<file path="config.mk">
export PLATFORM = sky130hd
export DESIGN_NAME = alarm_buzzer_unit
export DESIGN_NICKNAME = d
export VERILOG_FILES = /design/src/rtl/alarm_pkg.sv /design/src/rtl/alarm_word_reg.sv /design/src/rtl/alarm_match_detect.sv /design/src/rtl/buzz_timer.sv /design/src/rtl/alarm_buzzer_unit.sv
export SDC_FILE = /design/constraint.sdc
export NUM_CORES = 1
export LEC_CHECK = 0
export BUFFER_PORTS_ARGS = -buffer_cell sky130_fd_sc_hd__buf_4
export CORE_ASPECT_RATIO = 1.4
export CORE_MARGIN = 2
export CORE_UTILIZATION = 49
export CTS_CLUSTER_DIAMETER = 150
export DETAILED_ROUTE_END_ITERATION = 8
export PLACE_DENSITY = 0.76
export SYNTH_ARGS = -nofsm -noshare
export SYNTH_HDL_FRONTEND = slang
export SYNTH_HIERARCHICAL = 1
export SYNTH_SLANG_ARGS = --single-unit
</file>
<file path="constraint.sdc">
create_clock -name clk -period 2.5 [get_ports clk]
set_clock_uncertainty 0.2 [all_clocks]
set_input_delay 0 -clock clk [delete_from_list [all_inputs] [get_ports clk]]
set_output_delay 0 -clock clk [all_outputs]
set_load 0.05 [all_outputs]
</file>
<file path="src/rtl/alarm_pkg.sv">
package alarm_pkg;
  localparam int unsigned ALARM_W_DEF = 17;
  localparam int unsigned HOLD_SECS_DEF = 60;

  typedef enum logic {
    RING_OFF = 1'b0,
    RING_ON  = 1'b1
  } ring_e;
endpackage

</file>
<file path="src/rtl/alarm_word_reg.sv">
module alarm_word_reg #(
  parameter int unsigned AW = 17
) (
  input  logic          clk,
  input  logic          rst,
  input  logic          clr_i,
  input  logic          load_i,
  input  logic [AW-1:0] word_i,
  output logic [AW-1:0] word_o
);
  logic [AW-1:0] word_q;

  // clear has priority over load
  always_ff @(posedge clk) begin
    if (rst || clr_i) begin
      word_q <= '0;
    end else if (load_i) begin
      word_q <= word_i;
    end
  end

  assign word_o = word_q;
endmodule

</file>
<file path="src/rtl/alarm_match_detect.sv">
module alarm_match_detect #(
  parameter int unsigned AW = 17
) (
  input  logic          clk,
  input  logic          rst,
  input  logic [AW-1:0] stored_i,
  input  logic [AW-1:0] now_i,
  output logic          hit_o,
  output logic          rise_o
);
  logic [AW-1:0] diff;
  logic          armed;
  logic          hit_prev_q;

  for (genvar b = 0; b < AW; b++) begin : g_bit
    assign diff[b] = stored_i[b] ^ now_i[b];
  end

  assign armed = |stored_i;
  assign hit_o = armed && (diff == '0);

  always_ff @(posedge clk) begin
    if (rst) begin
      hit_prev_q <= 1'b0;
    end else begin
      hit_prev_q <= hit_o;
    end
  end

  assign rise_o = hit_o && !hit_prev_q;
endmodule

</file>
<file path="src/rtl/buzz_timer.sv">
module buzz_timer
  import alarm_pkg::*;
#(
  parameter int unsigned HOLD_SECS = 60,
  localparam int unsigned CNT_W = (HOLD_SECS > 2) ? $clog2(HOLD_SECS) : 1
) (
  input  logic             clk,
  input  logic             rst,
  input  logic             start_i,
  input  logic             cancel_i,
  input  logic             tick_i,
  output logic             ring_o,
  output logic [CNT_W-1:0] cnt_o
);
  localparam logic [CNT_W-1:0] LAST = CNT_W'(HOLD_SECS - 1);

  ring_e            state_q;
  logic [CNT_W-1:0] cnt_q;

  always_ff @(posedge clk) begin
    if (rst || cancel_i) begin
      state_q <= RING_OFF;
      cnt_q   <= '0;
    end else if (start_i) begin
      state_q <= RING_ON;
      cnt_q   <= '0;
    end else if (state_q == RING_ON && tick_i) begin
      if (cnt_q == LAST) begin
        state_q <= RING_OFF;
        cnt_q   <= '0;
      end else begin
        cnt_q <= cnt_q + 1'b1;
      end
    end
  end

  assign ring_o = (state_q == RING_ON);
  assign cnt_o  = cnt_q;
endmodule

</file>
<file path="src/rtl/alarm_buzzer_unit.sv">
module alarm_buzzer_unit
  import alarm_pkg::*;
#(
  parameter int unsigned AW = ALARM_W_DEF,
  parameter int unsigned HOLD_SECS = HOLD_SECS_DEF,
  localparam int unsigned CNT_W = (HOLD_SECS > 2) ? $clog2(HOLD_SECS) : 1
) (
  input  logic          clk,
  input  logic          rst,
  input  logic          load_i,
  input  logic [AW-1:0] load_word_i,
  input  logic          clr_i,
  input  logic          mute_i,
  input  logic          tick_i,
  input  logic [AW-1:0] now_word_i,
  output logic          buzz_o
);
  logic [AW-1:0]    stored_word;
  logic             hit;
  logic             rise;
  logic             cancel;
  logic             start;
  logic [CNT_W-1:0] sec_cnt;

  alarm_word_reg #(.AW(AW)) u_reg (
    .clk    (clk),
    .rst    (rst),
    .clr_i  (clr_i),
    .load_i (load_i),
    .word_i (load_word_i),
    .word_o (stored_word)
  );

  alarm_match_detect #(.AW(AW)) u_match (
    .clk      (clk),
    .rst      (rst),
    .stored_i (stored_word),
    .now_i    (now_word_i),
    .hit_o    (hit),
    .rise_o   (rise)
  );

  assign cancel = mute_i || load_i || clr_i;
  assign start  = rise && !cancel;

  buzz_timer #(.HOLD_SECS(HOLD_SECS)) u_timer (
    .clk      (clk),
    .rst      (rst),
    .start_i  (start),
    .cancel_i (cancel),
    .tick_i   (tick_i),
    .ring_o   (buzz_o),
    .cnt_o    (sec_cnt)
  );
endmodule

</file>
# [Word-level counts from Yosys, hierarchy flattened]
# Index checks and enable logic that the tools add are counted.
[op_classes] add_sub_neg=1 n_eq_ne=1 mux=4 bitwise_logic=17 reduce_logical=16
[op_table] cell="$logic_not 17->1" count=1
[op_table] cell="$reduce_or 17->1" count=1
[op_table] cell="$xor 1x1->1" count=17
[op_table] cell="$add 6x1->6 const B" count=1
[op_table] cell="$eq 6x6->1 const B" count=1
[op_table] cell="$mux 6" count=1
[op_table] cell="$logic_and 1x1->1" count=4
[op_table] cell="$logic_or 1x1->1" count=4
[op_table] cell="$reduce_bool 2->1" count=2
[op_table] cell="$mux 1" count=3
[op_table] cell="$logic_not 1->1" count=2
[op_table] cell="$reduce_and 2->1" count=1
[op_table] cell="$reduce_or 2->1" count=1
[totals] regBits=25 output_inout_bits=1 elab_cells=43

# [Depth between registers and ports, before layout]
[logic_depth] word_depth=7 depth_mapped=8 mapped_depth_nobuf=7

# [Modules after synthesis]
# The synthesis kept the hierarchy.
[by_module_without_submodules] module="alarm_word_reg" n_inst=1 cells_per_inst=56 area_each_um2=629.4 seq_area_each_um2=340.3
[by_module_without_submodules] module="buzz_timer" n_inst=1 cells_per_inst=42 area_each_um2=355.3 seq_area_each_um2=140.1
[by_module_without_submodules] module="alarm_match_detect" n_inst=1 cells_per_inst=31 area_each_um2=274.0 seq_area_each_um2=20.0
[by_module_without_submodules] module="alarm_buzzer_unit" n_inst=1 cells_per_inst=2 area_each_um2=15.0 seq_area_each_um2=0.0

# [Worst setup path after synthesis]
# Ideal clock, no wire load.
[synth_path] path_kind="register to register" from="register u_reg.word_q[4] (netlist: u_reg/word_o[4])" to="register u_timer.cnt_q[5] (netlist: u_timer/cnt_o[5])" setup_time_ps=91 arrival_time_ps=1775 required_time_ps=2209 path_slack_ps=434 path_stages_with_launch=9 path_buffers=1 path_cell_list="dfxtp_1 -> nor4_1 -> a41oi_1 -> mux2i_1 -> nor3_1 -> nor4b_1 -> or3_1 -> clkbuf_1 -> a311oi_1"
[synth_via] elab_chain_cells=6 word_cells_on_any_way=7 classes_between="bitwise (1); reduce/logical (6)"
[synth_rtl] item="start, declared" line="alarm_word_reg.sv:11" rtl="logic [AW-1:0] word_q;"
[synth_rtl] item="start signal, assigned" line="alarm_word_reg.sv:18" rtl="word_q <= word_i;"
[synth_rtl] item="$xor 1x1->1" line="alarm_match_detect.sv:16" rtl="assign diff[b] = stored_i[b] ^ now_i[b];"
[synth_rtl] item="$logic_not 17->1" line="alarm_match_detect.sv:20" rtl="assign hit_o = armed && (diff == '0);"
[synth_rtl] item="$logic_and 1x1->1 *" line="alarm_match_detect.sv:20"
[synth_rtl] item="$logic_and 1x1->1 *" line="alarm_match_detect.sv:30" rtl="assign rise_o = hit_o && !hit_prev_q;"
[synth_rtl] item="net rise" line="alarm_buzzer_unit.sv:20" rtl="logic rise;"
[synth_rtl] item="$logic_and 1x1->1 *" line="alarm_buzzer_unit.sv:44" rtl="assign start = rise && !cancel;"
[synth_rtl] item="net start" line="alarm_buzzer_unit.sv:22" rtl="logic start;"
[synth_rtl] item="$reduce_or 2->1 (no source line) *"
[synth_rtl] item="end signal, assigned" line="buzz_timer.sv:32" rtl="cnt_q <= cnt_q + 1'b1;"
[synth_rtl] item="end, declared" line="buzz_timer.sv:18" rtl="logic [CNT_W-1:0] cnt_q;"
# The timed path passes the listed nets; every way through them passes the cells marked *.
# A chain may end at the register's enable or synchronous reset.

# [Worst setup path in the final report]
[layout_path] from="register u_reg.word_q[5] (netlist: u_reg/word_o[5])" to="register u_timer.state_q (netlist: u_timer/ring_o)"
[layout_via] elab_chain_cells=7 word_cells_on_any_way=10 classes_between="mux (1); bitwise (1); reduce/logical (8)"
[layout_rtl] item="$xor 1x1->1" line="alarm_match_detect.sv:16"
[layout_rtl] item="$logic_not 17->1" line="alarm_match_detect.sv:20"
[layout_rtl] item="$logic_and 1x1->1 *" line="alarm_match_detect.sv:20"
[layout_rtl] item="$logic_and 1x1->1 *" line="alarm_match_detect.sv:30"
[layout_rtl] item="net rise" line="alarm_buzzer_unit.sv:20"
[layout_rtl] item="$logic_and 1x1->1 *" line="alarm_buzzer_unit.sv:44"
[layout_rtl] item="net start" line="alarm_buzzer_unit.sv:22"
[layout_rtl] item="$reduce_bool 2->1 (no source line)"
[layout_rtl] item="$reduce_and 2->1 (no source line)"
[layout_rtl] item="end signal, assigned" line="buzz_timer.sv:22" rtl="state_q <= RING_OFF;"
[layout_rtl] item="end signal, assigned" line="buzz_timer.sv:25" rtl="state_q <= RING_ON;"
[layout_rtl] item="end signal, assigned" line="buzz_timer.sv:29" rtl="state_q <= RING_OFF;"
[layout_rtl] item="end, declared" line="buzz_timer.sv:17" rtl="ring_e state_q;"
# Marks and branches as above.

==> results.sh <==
export IMPL_outcome="complete, no violations"
export IMPL_powerDensity_nw_per_um2=387.6
export IMPL_drtAntennaViolNets=0
export IMPL_routabilityCongestion=0.7639
export IMPL_diodes=0
export IMPL_die_h_um=64.24
export IMPL_pin_count=41
export IMPL_yosysWarnings=6
export IMPL_antenna_found_initial=0
export IMPL_cts_tree="built"
export IMPL_power_leakage_nw=0.8504
export IMPL_core_um2=2417
export IMPL_rows=21
export IMPL_cts_root_buf="clkbuf_4"
export IMPL_final_cells=244
export IMPL_fin_crit_ns=2.500
export IMPL_max_cap_violations=0
export IMPL_final_max_slew_viol_count=0
export IMPL_p_sw_share_pct=25.47
export IMPL_grt_max_degree=20
export IMPL_drc=0
export IMPL_worstPathRequired_ns=2.51
export IMPL_netlist_area_um2=1270
export IMPL_grt_total_usage_pct=30.60
export IMPL_timing_final_crit_share_pct=99.99
export IMPL_clk_pin_slew_ns=0.13
export IMPL_hpwl_mm=2.181
export IMPL_firstDrtPassIters=4
export IMPL_initial_utilization_pct=52.54
export IMPL_clock_latency_ns=0.32
export IMPL_initialDrtViolationCount=95
export IMPL_sequentialPowerShare_pct=53.4
export IMPL_grt_pass1_wl_mm=6.458
export IMPL_fin_area_um2=2027
export IMPL_gr_total_overflow=0
export IMPL_cts_sinks=25
export IMPL_h_tree_depth=1
export IMPL_slew_headroom_pct=58.68
export IMPL_postPlaceCellArea_um2=1560
export IMPL_p_int_mw=0.5856
export IMPL_cts_buffer_depth=2
export IMPL_hold_path_class="in -> reg"
export IMPL_crit_path_max_fanout=3
export IMPL_ir_worst_vdd_v=0.0003080
export IMPL_wl_mm=4.568
export IMPL_io_buffer_count=40
export IMPL_wl_per_cell_um=18.72
export IMPL_final_util_pct=83.85
export IMPL_p_clk_share_pct=22.6
export IMPL_die_area_um2=3021
export IMPL_hold_viol=0
export IMPL_layout_setup_ws_ns=0.0001972
export IMPL_via_per_inst=5.697
export IMPL_syn_nets=171
export IMPL_cp_start_kind="register"
export IMPL_grt_pass1_vias=1479
export IMPL_critPathKind="reg -> reg"
export IMPL_combPwrFrac_pct=24.0
export IMPL_vias=1390
export IMPL_die_w_um=47.03
export IMPL_setup_viol=0
export IMPL_worst_setup_path_end_kind="register"
export IMPL_p_switching_mw=0.2002
export IMPL_worst_pin_slew_ns=0.6198
export IMPL_syn2layout_area_growth_pct=59.61
export IMPL_final_nets=252
export IMPL_place_ws_ns=0.2034
export IMPL_synthCells=130
export IMPL_placed_cells=199
export IMPL_fin_tns_setup_ns=0
export IMPL_timing_fmax_mhz=400.0
export IMPL_cp_data_arrival_time_ns=2.51
export IMPL_numCtsBuffers=3
export IMPL_synth_area_per_cell_um2=9.769
export IMPL_drive_gt1_share_pct=26.19
metrics by stage:
| step | hold WS, ns | power (mW) |
|---|---|---|
| finish | 0.07075 | 0.7857 |
| CTS | 0.02822 | 0.7613 |
| floorplan | -0.1216 | 0.4846 |
| detailed placement | 0.000003622 | 0.5400 |
| global route | 0.1023 | 0.8155 |
| global placement | -0.004492 | 0.5378 |
power groups by stage:
stage                     Clock (mW)  Combinational, mW  Sequential, mW
final                          0.178              0.189           0.419
after detailed placement           0              0.115           0.425
after CTS                      0.175              0.170           0.416
after global routing           0.197              0.199           0.420
after floorplan                    0             0.0621           0.423
after global placement             0              0.113           0.425
placed cells by master (no fill, tap or decap), types with 2 or more instances in the layout:
| cell type | n |
|---|---|
| nand2_1 | 4 |
| nor2_1 | 18 |
| buf_4 | 40 |
| dlygate4sd3_1 | 41 |
| dfxtp_1 | 25 |
| nand3_1 | 3 |
| mux2i_1 | 18 |
| o21ai_0 | 4 |
| inv_1 | 2 |
| nand4_1 | 2 |
| or3_1 | 2 |
| xor2_1 | 16 |
| nor4_2 | 7 |
| a211oi_1 | 2 |
| clkbuf_4 | 3 |
| nor3_1 | 2 |
| a21oi_1 | 4 |
final timing paths:
check | from | endpoint | slack [ns] | cells past startpoint
worst min register to register | u_timer/cnt_o[1]$_SDFFE_PP0P_ | u_timer/cnt_o[1]$_SDFFE_PP0P_ | 0.31 | 2
worst max-delay path | u_reg/word_o[5]$_SDFFE_PP0P_ | u_timer/ring_o$_SDFFE_PP0P_ | 0.0002 | 7
worst min-delay path | load_i | u_timer/ring_o$_SDFFE_PP0P_ | 0.07 | 4
worst max register to register | u_reg/word_o[5]$_SDFFE_PP0P_ | u_timer/ring_o$_SDFFE_PP0P_ | 0.0002 | 7
layer usage:
metal	wire (µm)	GRT usage, %
met5	0	0
met4	218	18.06
met3	277	4.237
met2	2475	55.99
met1	1597	29.72
state kept, by name (all words and copies together) (netlist names):
name	flops
u_timer/cnt_o	6
u_timer/ring_o	1
u_reg/word_o	17
u_match/hit_prev_q	1
what timing repair did:
item	4_1_cts	5_1_grt
endpoints found under the hold margin	25	0
setup buffers	0	0
gates resized for setup	0	5
hold buffers	41	0
setup endpoints to repair	0	6
cell type report:
class	instances	area (µm²)
inverter	2	7.507
tap	34	42.54
fill	138	390.4
sequential	25	500.5
multi-input combinational	98	739.5
clock buffer	4	26.28
timing repair buffer	81	710.7
critical path, stage by stage, from the launching register on:
cell,delay [ns]
dfxtp_1,0.46
xor2_1,0.16
nor4_2,0.35
nand4_1,0.25
nor3_1,0.27
nor4b_2,0.33
inv_1,0.08
a211oi_1,0.30
Power figures use the tool's default switching activity.
